<file path="config.mk">
export PLATFORM = sky130hd
export DESIGN_NAME = csr_bank
export DESIGN_NICKNAME = d
export VERILOG_FILES = /design/src/rtl/csr_bank_pkg.sv /design/src/rtl/csr_addr_dec.sv /design/src/rtl/csr_raw_port.sv /design/src/rtl/csr_field.sv /design/src/rtl/csr_bank.sv
export SDC_FILE = /design/constraint.sdc
export NUM_CORES = 1
export LEC_CHECK = 0
export ABC_CLOCK_PERIOD_IN_PS = 2300
export BUFFER_PORTS_ARGS = -buffer_cell sky130_fd_sc_hd__buf_2
export CORE_ASPECT_RATIO = 0.7
export CORE_MARGIN = 4
export CORE_UTILIZATION = 51
export DETAILED_ROUTE_END_ITERATION = 8
export PLACE_DENSITY = 0.85
export SETUP_SLACK_MARGIN = 0.02
export SLEW_MARGIN = 10
export SYNTH_ARGS = -nofsm -noshare
export SYNTH_HDL_FRONTEND = slang
export SYNTH_SLANG_ARGS = --single-unit
export TNS_END_PERCENT = 1
</file>
<file path="constraint.sdc">
create_clock -name clk -period 2.3 [get_ports clk]
set_input_delay 0.23 -clock clk [delete_from_list [all_inputs] [get_ports clk]]
set_output_delay 0.23 -clock clk [all_outputs]
set_load 0.01 [all_outputs]
</file>
<file path="src/rtl/csr_bank_pkg.sv">
package csr_bank_pkg;

  // Access policy: bit 0 = may read, bit 1 = may write
  typedef enum logic [1:0] {
    POL_NONE = 2'b00,
    POL_RO   = 2'b01,
    POL_WO   = 2'b10,
    POL_RW   = 2'b11
  } pol_e;

  function automatic int words_for(input int width, input int bus_w);
    return (width + bus_w - 1) / bus_w;
  endfunction

  function automatic int field_base(input int n_raw, input int idx, input int words);
    return n_raw + idx * words;
  endfunction

  function automatic bit may_read(input logic [1:0] pol);
    return pol[0];
  endfunction

  function automatic bit may_write(input logic [1:0] pol);
    return pol[1];
  endfunction

endpackage

</file>
<file path="src/rtl/csr_addr_dec.sv">
module csr_addr_dec #(
  parameter int ADDR_W  = 4,
  parameter int NUM_RAW = 2,
  parameter int NUM_FLD = 3,
  parameter int WORDS   = 2,
  parameter int WSEL_W  = 1
) (
  input  logic [ADDR_W-1:0] addr,
  output logic [NUM_RAW-1:0] raw_hit,
  output logic [NUM_FLD-1:0] fld_hit,
  output logic [WSEL_W-1:0]  word_sel,
  output logic               mapped
);

  always_comb begin
    raw_hit  = '0;
    fld_hit  = '0;
    word_sel = '0;
    for (int i = 0; i < NUM_RAW; i++)
      if (int'(addr) == i) raw_hit[i] = 1'b1;
    for (int k = 0; k < NUM_FLD; k++)
      for (int j = 0; j < WORDS; j++)
        if (int'(addr) == csr_bank_pkg::field_base(NUM_RAW, k, WORDS) + j) begin
          fld_hit[k] = 1'b1;
          word_sel   = WSEL_W'(j);
        end
    mapped = (|raw_hit) | (|fld_hit);
  end

endmodule

</file>
<file path="src/rtl/csr_raw_port.sv">
module csr_raw_port #(
  parameter int BUS_W = 8,
  parameter int RAW_W = 6
) (
  input  logic             clk,
  input  logic             rst,
  input  logic             hit,
  input  logic             bus_we,
  input  logic [BUS_W-1:0] bus_wdata,
  output logic [RAW_W-1:0] q,
  output logic             stb
);

  logic wr_ev;
  assign wr_ev = hit & bus_we;

  always_ff @(posedge clk) begin
    if (rst) begin
      stb <= 1'b0;
      q   <= '0;
    end else begin
      stb <= wr_ev;
      if (wr_ev) q <= bus_wdata[RAW_W-1:0];
    end
  end


  raw_strobe_chk: assert property (@(posedge clk) disable iff (rst)
    wr_ev |=> (stb && q == $past(bus_wdata[RAW_W-1:0])));


  raw_strobe_cause_chk: assert property (@(posedge clk) disable iff (rst)
    !wr_ev |=> !stb);

endmodule

</file>
<file path="src/rtl/csr_field.sv">
module csr_field #(
  parameter int          BUS_W    = 8,
  parameter int          FLD_W    = 12,
  parameter int          WORDS    = 2,
  parameter int          WSEL_W   = 1,
  parameter logic [1:0]  BUS_POL  = 2'b11,
  parameter logic [1:0]  CORE_POL = 2'b01,
  parameter logic [FLD_W-1:0] RST_VAL = '0
) (
  input  logic              clk,
  input  logic              rst,
  input  logic              bus_hit,
  input  logic              bus_we,
  input  logic [WSEL_W-1:0] word_sel,
  input  logic [BUS_W-1:0]  bus_wdata,
  input  logic [FLD_W-1:0]  core_d,
  input  logic              core_ld,
  output logic [FLD_W-1:0]  core_q,
  output logic [BUS_W-1:0]  bus_word
);

  localparam int PAD_W = WORDS * BUS_W;

  logic [FLD_W-1:0] val;
  logic [PAD_W-1:0] val_pad, merged;
  logic             bus_wr_ev, core_wr_ev, bus_try;

  assign val_pad    = PAD_W'(val);
  assign bus_try    = bus_hit & bus_we;
  assign bus_wr_ev  = bus_try & csr_bank_pkg::may_write(BUS_POL);
  assign core_wr_ev = core_ld & csr_bank_pkg::may_write(CORE_POL);

  always_comb begin
    merged   = val_pad;
    bus_word = '0;
    for (int j = 0; j < WORDS; j++)
      if (int'(word_sel) == j) begin
        merged[(WORDS-1-j)*BUS_W +: BUS_W] = bus_wdata;
        bus_word = val_pad[(WORDS-1-j)*BUS_W +: BUS_W];
      end
    if (!csr_bank_pkg::may_read(BUS_POL)) bus_word = '0;
  end

  assign core_q = csr_bank_pkg::may_read(CORE_POL) ? val : '0;

  always_ff @(posedge clk) begin
    if (rst)             val <= RST_VAL;
    else if (core_wr_ev) val <= core_d;
    else if (bus_wr_ev)  val <= merged[FLD_W-1:0];
  end


  core_wins_chk: assert property (@(posedge clk) disable iff (rst)
    core_wr_ev |=> val == $past(core_d));


  bus_ro_ignored_chk: assert property (@(posedge clk) disable iff (rst)
    (bus_try && !bus_wr_ev && !core_wr_ev) |=> $stable(val));


  core_ro_ignored_chk: assert property (@(posedge clk) disable iff (rst)
    (core_ld && !core_wr_ev && !bus_wr_ev) |=> $stable(val));

endmodule

</file>
<file path="src/rtl/csr_bank.sv">
module csr_bank #(
  parameter int ADDR_W  = 4,
  parameter int BUS_W   = 8,
  parameter int NUM_RAW = 2,
  parameter int RAW_W   = 6,
  parameter int NUM_FLD = 3,
  parameter int FLD_W   = 12,
  parameter logic [2*NUM_FLD-1:0]     BUS_POL  = 6'b10_01_11,
  parameter logic [2*NUM_FLD-1:0]     CORE_POL = 6'b11_10_01,
  parameter logic [NUM_FLD*FLD_W-1:0] RST_VAL  = 36'h0C7_3F1_A5C
) (
  input  logic                     clk,
  input  logic                     rst,
  input  logic [ADDR_W-1:0]        bus_addr,
  input  logic                     bus_we,
  input  logic [BUS_W-1:0]         bus_wdata,
  output logic [BUS_W-1:0]         bus_rdata,
  output logic [NUM_RAW*RAW_W-1:0] raw_q,
  output logic [NUM_RAW-1:0]       raw_stb,
  input  logic [NUM_RAW*RAW_W-1:0] raw_d,
  output logic [NUM_FLD*FLD_W-1:0] fld_q,
  input  logic [NUM_FLD*FLD_W-1:0] fld_d,
  input  logic [NUM_FLD-1:0]       fld_ld
);

  localparam int WORDS  = csr_bank_pkg::words_for(FLD_W, BUS_W);
  localparam int WSEL_W = (WORDS > 1) ? $clog2(WORDS) : 1;

  logic [NUM_RAW-1:0] raw_hit;
  logic [NUM_FLD-1:0] fld_hit;
  logic [WSEL_W-1:0]  word_sel;
  logic               dec_mapped;
  logic [BUS_W-1:0]   fld_word [NUM_FLD];
  logic [BUS_W-1:0]   rd_next;

  initial raw_width_chk: assert (RAW_W <= BUS_W);

  csr_addr_dec #(
    .ADDR_W(ADDR_W), .NUM_RAW(NUM_RAW), .NUM_FLD(NUM_FLD),
    .WORDS(WORDS), .WSEL_W(WSEL_W)
  ) u_dec (
    .addr(bus_addr), .raw_hit(raw_hit), .fld_hit(fld_hit),
    .word_sel(word_sel), .mapped(dec_mapped)
  );

  for (genvar i = 0; i < NUM_RAW; i++) begin : g_raw
    csr_raw_port #(.BUS_W(BUS_W), .RAW_W(RAW_W)) u_raw (
      .clk(clk), .rst(rst), .hit(raw_hit[i]), .bus_we(bus_we),
      .bus_wdata(bus_wdata), .q(raw_q[i*RAW_W +: RAW_W]), .stb(raw_stb[i])
    );
  end

  for (genvar k = 0; k < NUM_FLD; k++) begin : g_fld
    csr_field #(
      .BUS_W(BUS_W), .FLD_W(FLD_W), .WORDS(WORDS), .WSEL_W(WSEL_W),
      .BUS_POL(BUS_POL[2*k +: 2]), .CORE_POL(CORE_POL[2*k +: 2]),
      .RST_VAL(RST_VAL[k*FLD_W +: FLD_W])
    ) u_fld (
      .clk(clk), .rst(rst), .bus_hit(fld_hit[k]), .bus_we(bus_we),
      .word_sel(word_sel), .bus_wdata(bus_wdata),
      .core_d(fld_d[k*FLD_W +: FLD_W]), .core_ld(fld_ld[k]),
      .core_q(fld_q[k*FLD_W +: FLD_W]), .bus_word(fld_word[k])
    );
  end

  always_comb begin
    rd_next = '0;
    for (int i = 0; i < NUM_RAW; i++)
      if (raw_hit[i]) rd_next = BUS_W'(raw_d[i*RAW_W +: RAW_W]);
    for (int k = 0; k < NUM_FLD; k++)
      if (fld_hit[k]) rd_next = fld_word[k];
  end

  always_ff @(posedge clk) begin
    if (rst) bus_rdata <= '0;
    else     bus_rdata <= rd_next;
  end


  dec_exclusive_chk: assert property (@(posedge clk) disable iff (rst)
    $onehot0({raw_hit, fld_hit}));


  unmapped_zero_chk: assert property (@(posedge clk) disable iff (rst)
    !dec_mapped |=> bus_rdata == '0);

endmodule

</file>
==> impl_metrics.ini, run 1 <==
[finish]
fin_nets = 455
area_growth_syn_to_layout_pct = 21.3
drive_gt1_share_pct = 35.8
layout.cells.most_common_list = 98 x buf_2, 58 x dfxtp_1, 20 x o21ai_1, 20 x a21oi_1, 18 x nand3_1
layout.cells.most_common = buf_2
layout.core_utilization_pct = 64.9
fillCellCount = 477
diodes = 0

[setup_path]
cp-start-kind = input pin
path_class = input pin to flip-flop
worstPathArrival_ps = 1480
worstPathRequired_ps = 2520
critical_path_endpoint_category = flip-flop
path_max_fanout = 17

[die]
chipWidth_um = 97.5
design.portCount = 124
die_height_um = 70.6
design.die.area_um2 = 6880
core-area_um2 = 5340
placementRows = 22
initial_core_utilization_pct = 53.5

[sta]
fin_tns_setup_ps = 0
fin_crit_sh_pct = 54.8
skew_ps = 4.09
final_critical_path_required_period_ps = 1260
setup_viol = 0
timing_hold_violations_final = 0
max_slew.worst_pin.slew_ps = 843
holdWs_ps = 89.3
report.final.slew_viol_count = 0
max_slew_margin_pct = 43.8
achievable-frequency_ghz = 0.794
unrepaired_setup_endpoints_after_global_routing = no

[synthesis]
synthSimpleGateAreaFrac_pct = 18.9
synth_top_family_by_area = compound AO/OA/AOI/OAI gates
async_flop_share_pct = 0
number_of_flip_flops_and_latches_in_the_synthesized_netlist = 58
yosys_most_used_dff = dfxtp_1
count_of_different_cell_masters_after_synthesis = 42
synth_warnings = 0
post_syn_area_per_cell_um2 = 9.33
cell_count_after_synthesis = 306
yosys.area_share.xor_xnor_pct = 0
edff_count_synth = 0
yosysSeqAreaShare_pct = 40.6
yosys.area_share.adder_pct = 0
synthesis.area_um2 = 2860
post_synth_mux_area_share_pct = 6.75
synth-compound-area-share_pct = 23.7

[clock_network]
tritoncts = built
numCtsBuffers = 9
clock_sinks = 58
worst_skew_pair.late_latency_ps = 340
cts.repair_timing.setup_buffer_count = 0
cts.root.buffer_cell = clkbuf_8
longest_clk_path_bufs = 2
cts_hold_buf = 0
worst_setup_hold_path_clk_slew_ps = 70
post_cts_resize_count = 0
htreeDepth = 3

[global_route]
first_global_vias = 2500
grt_remaining_overflow = 0
met3_usage_pct = 10.5
global_route_wire_length_before_repair_um = 11900
grt.met1_usage_pct = 28.3
number_of_antenna_violations_at_the_first_check_in_global_routing = 0
grt_start_max_net_pins = 42
track_usage_pct = 21.4
met2_layer_usage_reported_by_global_route_pct = 32.3
grt_most_used_layer = met2

[power]
clock_network_fraction_of_design_power_pct = 43.0
share_comb_of_total_power_pct = 12.8
finalPower_mw = 2.41
power_per_cell_area_nw_per_um2 = 697
seqPwrFrac_pct = 44.2
leakage_nw = 1.48
power.internal_mw = 1.81
ir_worst_vdd_uv = 372
switching_share_pct = 25.1
power.switching_mw = 0.606

[detailed_routing]
dr.first_iter.drc_count = 118
vias = 2563
avgViaCountPerCell = 5.50
route.detailed.wl_per_inst_um = 15.8
final_antenna_net_count = 0
drcViolationCount = 0
wirelength_routed_um = 7350
first_pass_iters = 4

[hold_path]
min_path_type = input pin to flip-flop

[placement]
hpwl_um = 5350
port_buffers = 98
gp_congestion = 0.799

[run_status]
status = complete, no violations

[run]
drv.max_cap_violation_count = 0
==> routing by layer <==
| metal | part of all wire, % | up-vias |
|---|---|---|
| li1 | - | 1264 |
| met1 | 44 | 1186 |
| met2 | 45 | 109 |
| met3 | 11 | 4 |
| met4 | 0.23 | 0 |
| met5 | 0 | - |
==> registers in the layout (all words and copies together), names as in the netlist <==
name,count
g_raw.u_raw.stb,2
bus_rdata,8
g_fld.u_fld.val,12
g_raw.u_raw.q,12
g_fld.u_fld.core_q,24
==> per-stage QoR <==
step / cell area (um^2) / instances / setup WS [ps]
2_1_floorplan: 2900 / 317 / 1050
3_3_place_gp: 3250 / 450 / 716
3_5_place_dp: 3250 / 450 / 686
4_1_cts: 3470 / 466 / 1040
5_1_grt: 3470 / 466 / 946
6_report: 3470 / 466 / 1040
==> worst max-delay path, stage by stage <==
cell       delay, ps
buf_2             80
and2_1           630
a211oi_1         160
a2111oi_0        380
==> power by group through the flow <==
| stage | logic (mW) | clock network, mW | registers (mW) |
|---|---|---|---|
| floorplan | 0.209 | 0 | 1.10 |
| global placement | 0.301 | 0 | 1.09 |
| detailed placement | 0.308 | 0 | 1.09 |
| CTS | 0.309 | 1.06 | 1.07 |
| global route | 0.339 | 1.11 | 1.07 |
| finish | 0.309 | 1.04 | 1.07 |
==> cell type report <==
type                    count  area (um^2)  share of cell area, %
multi-input cells         214         1460                   42.0
flip-flops and latches     58         1160                   33.5
repair buffers            103          528                   15.2
clock buffers              11          141                   4.08
well taps                  72         90.1                   2.60
clock inverters             5         77.6                   2.24
inverters                   3         11.3                  0.325
==> final timing paths <==
check                                         start                                     to  slack, ps  cells past startpoint
min                                       fld_d[16]     g_fld[1].u_fld.val[4]$_SDFFE_PP1P_         90                      2
max reg2reg  g_fld[0].u_fld.core_q[11]$_SDFFE_PP1P_                bus_rdata[3]$_SDFF_PP0_       1220                      3
min reg2reg        g_raw[1].u_raw.q[5]$_SDFFE_PP0P_       g_raw[1].u_raw.q[5]$_SDFFE_PP0P_        480                      2
max                                     bus_addr[1]  g_fld[2].u_fld.core_q[4]$_SDFFE_PP0P_       1040                      4
==> cell families after synthesis <==
family                 Yosys count
muxes                           18
buffers and inverters           45
DFF                             58
AOI/OAI and AO/OA               89
and+or+nand+nor                 95
other                            1
==> cells in the mapped netlist (5+ instances only) <==
cell type	number	area, um^2
and3_1	8	50.1
a21oi_1	20	100
nor2b_1	17	106
clkbuf_1	8	30.0
buf_2	11	55.1
a211oi_1	9	67.6
nor3_1	7	35.0
o21ai_1	20	100
a2111oi_2	10	150
nand2_1	5	18.8
a211o_1	13	114
mux2i_1	8	80.1
nand3_1	18	90.1
o22ai_1	6	37.5
mux2_1	8	90.1
nand2b_1	5	31.3
buf_4	18	135
nor2_1	16	60.1
dfxtp_1	58	1160
Power figures use the tool's default switching activity.
==> run 2: changes to the inputs <==
--- a/config.mk
+++ b/config.mk
@@ -5,13 +5,13 @@
 export SDC_FILE = /design/constraint.sdc
 export NUM_CORES = 1
 export LEC_CHECK = 0
-export ABC_CLOCK_PERIOD_IN_PS = 2300
+export ABC_CLOCK_PERIOD_IN_PS = 1100
 export BUFFER_PORTS_ARGS = -buffer_cell sky130_fd_sc_hd__buf_2
 export CORE_ASPECT_RATIO = 0.7
 export CORE_MARGIN = 4
-export CORE_UTILIZATION = 51
+export CORE_UTILIZATION = 43
 export DETAILED_ROUTE_END_ITERATION = 8
-export PLACE_DENSITY = 0.85
+export PLACE_DENSITY = 0.76
 export SETUP_SLACK_MARGIN = 0.02
 export SLEW_MARGIN = 10
 export SYNTH_ARGS = -nofsm -noshare
==> constraint.sdc (replaced) <==
create_clock -name clk -period 1.1 [get_ports clk]
set_input_delay 0.11 -clock clk [delete_from_list [all_inputs] [get_ports clk]]
set_output_delay 0.11 -clock clk [all_outputs]
set_load 0.01 [all_outputs]
==> run 2 against run 1 <==
Setup slack got worse by 990 ps. Clock-buffer cell count unchanged. Critical path depth down 2. Clock power rose by 93%. Clock skew increased by 2.1 ps. Cell area rose by 14%. Non-clock buffer count is 38 higher. Total power grew 110%. Sequential share of layout area down 4.0 points. Critical endpoint is now fld_q[9].
==> impl_metrics.ini, run 2 (synthesized netlist as in run 1, its figures left out) <==
[run_status]
status = complete, no violations

[finish]
layout.cells.most_common_list = 98 x buf_2, 58 x dfxtp_1, 29 x buf_4
fin_nets = 493
largest_register_ffs = 24
area_growth_syn_to_layout_pct = 37.7
fillCellCount = 566
layout.cells.most_common = buf_2
drive_gt1_share_pct = 40.3
diodes = 0

[power]
power_per_cell_area_nw_per_um2 = 1280
ir_worst_vdd_uv = 737
clock_network_fraction_of_design_power_pct = 39.7
power.switching_mw = 1.33
power.internal_mw = 3.72
leakage_nw = 1.68
switching_share_pct = 26.2
share_comb_of_total_power_pct = 16.0
finalPower_mw = 5.05
seqPwrFrac_pct = 44.3

[die]
design.die.area_um2 = 8030
initial_core_utilization_pct = 45.1
design.portCount = 124
core-area_um2 = 6340
chipWidth_um = 105
die_height_um = 76.2
placementRows = 24

[setup_path]
r2r_end = bus_rdata[2]$_SDFF_PP0_
regToRegSetupSlack_ps = 120
worstPathArrival_ps = 940
cp-start-kind = flip-flop
worstPathRequired_ps = 990
reg2reg_depth = 3
path_max_fanout = 2
reg2reg_launch_point = g_fld[0].u_fld.core_q[2]$_SDFFE_PP1P_
critical_path_endpoint_category = output pin
path_class = flip-flop to output pin

[sta]
final_critical_path_required_period_ps = 1050
skew_ps = 6.20
setup_viol = 0
report.final.slew_viol_count = 0
timing_hold_violations_final = 0
unrepaired_setup_endpoints_after_global_routing = yes
fin_tns_setup_ps = 0
achievable-frequency_ghz = 0.950
fin_crit_sh_pct = 95.7
holdWs_ps = 9.69

[clock_network]
cts.root.buffer_cell = clkbuf_8
longest_clk_path_bufs = 2
tritoncts = built
worst_setup_hold_path_clk_slew_ps = 70
cts.repair_timing.setup_buffer_count = 0
numCtsBuffers = 9
htreeDepth = 3
clock_sinks = 58
worst_skew_pair.late_latency_ps = 340

[detailed_routing]
avgViaCountPerCell = 5.14
first_pass_iters = 4
maxUsedRoutingLayer = met4
routed-wl-met2_um = 3720
route.layer.met1.wl_um = 3700
route.detailed.wl_per_inst_um = 15.5
dr.first_iter.drc_count = 121
final_antenna_net_count = 0
routed-wl-met3_um = 619
wirelength_routed_um = 8110
drcViolationCount = 0
vias = 2686

[global_route]
grt_remaining_overflow = 0
global_route_wire_length_before_repair_um = 12900
first_global_vias = 2590
track_usage_pct = 20.0
grt_start_max_net_pins = 35
number_of_antenna_violations_at_the_first_check_in_global_routing = 0

[hold_path]
hold-path-endpoint = g_fld[1].u_fld.val[2]$_SDFFE_PP0P_
min_path_type = input pin to flip-flop
worst_hold_path.num_cells = 3
worstHoldStart = fld_d[14]

[placement]
hpwl_um = 6100
port_buffers = 98
gp_congestion = 0.829

[run]
drv.max_cap_violation_count = 0
==> run 2: cell types whose count changed in the layout (fill, tap and decap cells not counted), sizes merged <==
cell	change
dlygate4sd3	+7
clkinv	+1
buf	+31
bufinv	-1
==> run 2: layer usage <==
metal | global-route usage, % | up-vias
li1 | - | 1335
met1 | 27.7 | 1250
met2 | 30.5 | 92
met3 | 5.59 | 9
met4 | 5.11 | 0
met5 | 0 | -
==> run 2: metrics by stage <==
step           utilization [%]  instances  setup WS, ps  cell area, um^2
6_report                  62.1        523          47.1             3930
5_1_grt                   62.1        523          12.9             3930
2_1_floorplan                -        317         -30.8             2970
4_1_cts                   62.0        523          33.7             3930
3_5_place_dp              57.7        500          -169             3650
3_3_place_gp              57.7        500          -118             3650
==> run 2: critical path, stage by stage, from the launching register on <==
cell and delay (ps):
dfxtp_1 350, buf_4 130, buf_2 120
==> run 2: how the worst max path moves through the flow <==
stage | startpoint | endpoint | slack [ps] | cells past startpoint
3_5_place_dp | bus_addr[0] | g_fld[2].u_fld.core_q[4]$_SDFFE_PP0P_ | -170 | 5
5_1_grt | bus_addr[0] | g_fld[2].u_fld.core_q[4]$_SDFFE_PP0P_ | 10 | 5
6_report | g_fld[0].u_fld.core_q[9]$_SDFFE_PP1P_ | fld_q[9] | 50 | 2
4_1_cts | g_fld[0].u_fld.core_q[9]$_SDFFE_PP1P_ | fld_q[9] | 30 | 2
3_3_place_gp | bus_addr[3] | g_fld[2].u_fld.core_q[1]$_SDFFE_PP1P_ | -120 | 5
2_1_floorplan | bus_addr[0] | g_fld[2].u_fld.core_q[2]$_SDFFE_PP1P_ | -30 | 6
==> run 2: power groups by stage <==
stage | Clock, mW | Combinational [mW] | Sequential, mW
finish | 2.01 | 0.808 | 2.23
detailed placement | 0 | 0.782 | 2.28
CTS | 2.04 | 0.804 | 2.23
floorplan | 0 | 0.457 | 2.30
global route | 2.15 | 0.876 | 2.24
global placement | 0 | 0.765 | 2.28
==> run 2: layout make-up <==
cell class | instances | area (um^2) | share of cell area [%]
sequential | 58 | 1160 | 29.5
clock buffer | 11 | 151 | 3.85
tap | 91 | 114 | 2.89
inverter | 3 | 11.3 | 0.286
clock inverter | 5 | 52.6 | 1.34
timing repair buffer | 141 | 918 | 23.3
multi-input combinational | 214 | 1530 | 38.8
==> run 2: timing repair <==
action	4_1_cts	5_1_grt
endpoints found under the setup margin	0	3
gates resized for setup	0	2
hold endpoints to repair	7	0
hold buffers	7	0
==> run 3: changes to the inputs <==
--- a/config.mk
+++ b/config.mk
@@ -9,9 +9,9 @@
 export BUFFER_PORTS_ARGS = -buffer_cell sky130_fd_sc_hd__buf_2
 export CORE_ASPECT_RATIO = 0.7
 export CORE_MARGIN = 4
-export CORE_UTILIZATION = 43
+export CORE_UTILIZATION = 42
 export DETAILED_ROUTE_END_ITERATION = 8
-export PLACE_DENSITY = 0.76
+export PLACE_DENSITY = 0.75
 export SETUP_SLACK_MARGIN = 0.02
 export SLEW_MARGIN = 10
 export SYNTH_ARGS = -nofsm -noshare
==> run 3 against run 2 <==
Clock-buffer cell count decreased by 2. Combinational power decreased by 2%. Sequential share of layout area increased by 0.27 points. Clock power increased by 4%. Largest power group unchanged.
==> impl_metrics.ini, run 3 (synthesized netlist as in run 1, its figures left out) <==
[die]
die_height_um = 77
design.portCount = 124
placementRows = 24
initial_core_utilization_pct = 44.7
design.die.area_um2 = 8210
core-area_um2 = 6400
chipWidth_um = 107

[setup_path]
cp-start-kind = flip-flop
worstPathArrival_ps = 920
reg2reg_depth = 3
timing.critical_path.cells = buf_2
regToRegSetupSlack_ps = 90
critPathMaxStageDelay_ps = 410
worstPathRequired_ps = 990
r2r_end = bus_rdata[2]$_SDFF_PP0_
path_class = flip-flop to output pin
critical_path_endpoint_category = output pin
worstPathBufferInverterCount = 1
timing.critical_path.slowest_stage_cell = dfxtp_1
reg2reg_launch_point = g_fld[0].u_fld.core_q[2]$_SDFFE_PP1P_
worst_path_dominant_cell_family = flip-flops
crit_start = g_fld[0].u_fld.core_q[7]$_SDFFE_PP0P_
path_max_fanout = 3

[detailed_routing]
vias = 2690
first_pass_iters = 4
drcViolationCount = 0
dr.first_iter.drc_count = 162
final_antenna_net_count = 0
route.detailed.wl_per_inst_um = 15.4
wirelength_routed_um = 8000
avgViaCountPerCell = 5.17

[power]
ir_worst_vdd_uv = 787
finalPower_mw = 5.13
switching_share_pct = 25.8
seqPwrFrac_pct = 43.6
power.internal_mw = 3.81
share_comb_of_total_power_pct = 15.5
leakage_nw = 1.66
power.switching_mw = 1.32
power_per_cell_area_nw_per_um2 = 1320
clock_network_fraction_of_design_power_pct = 40.9

[global_route]
grt_start_max_net_pins = 31
number_of_antenna_violations_at_the_first_check_in_global_routing = 0
first_global_vias = 2549
global_route_wire_length_before_repair_um = 12800
grt_remaining_overflow = 0
track_usage_pct = 19.7

[sta]
final_critical_path_required_period_ps = 1030
achievable-frequency_ghz = 0.969
skew_ps = 6.41
setup_viol = 0
final.setup.worst_slack_ps = 67.9
unrepaired_setup_endpoints_after_global_routing = no
report.final.slew_viol_count = 0
timing_hold_violations_final = 0
fin_crit_sh_pct = 93.8

[finish]
drive_gt1_share_pct = 39.6
largest_register_ffs = 24
diodes = 0
layout.cells.most_common = buf_2
area_growth_syn_to_layout_pct = 36.5
fin_nets = 491
layout.cells.most_common_list = 98 x buf_2, 58 x dfxtp_1, 28 x buf_4
fillCellCount = 581

[placement]
dpl_worst_slack_ps = -192
gp_congestion = 0.832
hpwl_um = 6110
port_buffers = 98

[run_status]
status = complete, no violations

[run]
drv.max_cap_violation_count = 0

[hold_path]
min_path_type = input pin to flip-flop
hold-path-endpoint = g_fld[1].u_fld.val[1]$_SDFFE_PP0P_
worstHoldStart = fld_d[13]
worst_hold_path.num_cells = 3

[clock_network]
cts.root.buffer_cell = clkbuf_8
htreeDepth = 3
clock_sinks = 58
worst_setup_hold_path_clk_slew_ps = 70
longest_clk_path_bufs = 2
tritoncts = built
worst_skew_pair.late_latency_ps = 340
numCtsBuffers = 9
cts.repair_timing.setup_buffer_count = 0
## run 3: cell count changes in the layout (fill, tap and decap cells not counted), sizes merged
cell | previous run | this run
dlygate4sd3 | 7 | 8
clkbuf | 11 | 9
buf | 134 | 131
bufinv | 1 | 2
## run 3: cell type report
cell class	instances	area [um^2]	share of cell area (%)
Multi-Input combinational cell	214	1530	39.1
Clock buffer	9	124	3.18
Tap cell	91	114	2.92
Timing Repair Buffer	139	881	22.6
Clock inverter	6	82.6	2.12
Sequential cell	58	1160	29.8
Inverter	3	11.3	0.289
## run 3: routing by layer
metal	routed length (um)	part of all wire [%]	vias to the layer above	track usage [%]
met1	3570	45	1246	26.8
li1	-	-	1332	-
met3	804	10	12	7.05
met5	0	0	-	0
met2	3530	44	100	29.6
met4	95	1.2	0	5.36
## run 3: worst max path at each step
| stage | end | depth (start not counted) | slack (ps) |
|---|---|---|---|
| floorplan | g_fld[2].u_fld.core_q[2]$_SDFFE_PP1P_ | 6 | -30 |
| global placement | g_fld[2].u_fld.core_q[1]$_SDFFE_PP1P_ | 5 | -130 |
| detailed placement | g_fld[2].u_fld.core_q[6]$_SDFFE_PP1P_ | 5 | -190 |
| CTS | fld_q[9] | 2 | 60 |
| global route | fld_q[9] | 2 | 30 |
| finish | fld_q[7] | 1 | 70 |
## run 3: worst min-delay path: stages
cell and delay [ps]:
buf_2 70, mux2i_1 50, nor2_1 90
## run 3: power by group through the flow
stage	registers, mW	clock network (mW)	logic (mW)
floorplan	2.30	0	0.457
global placement	2.28	0	0.746
detailed placement	2.28	0	0.762
CTS	2.24	2.14	0.785
global route	2.24	2.23	0.862
finish	2.24	2.10	0.793
## run 3: stage by stage
stage               instance area, um^2  TNS, ps  hold WS (ps)  cells  utilization (%)
finish                             3900        0          18.5    520             61.0
global route                       3900        0          21.3    520             61.0
CTS                                3890        0          8.59    520             60.9
detailed placement                 3610    -3300           321    497             56.4
global placement                   3610    -2350           315    497             56.4
floorplan                          2970     -427           232    317                -
## run 3: what timing repair did
item | 4_1_cts | 5_1_grt
endpoints found under the setup margin | 0 | 1
resized for setup | 0 | 2
endpoints found under the hold margin | 8 | 0
hold buffers | 8 | 0
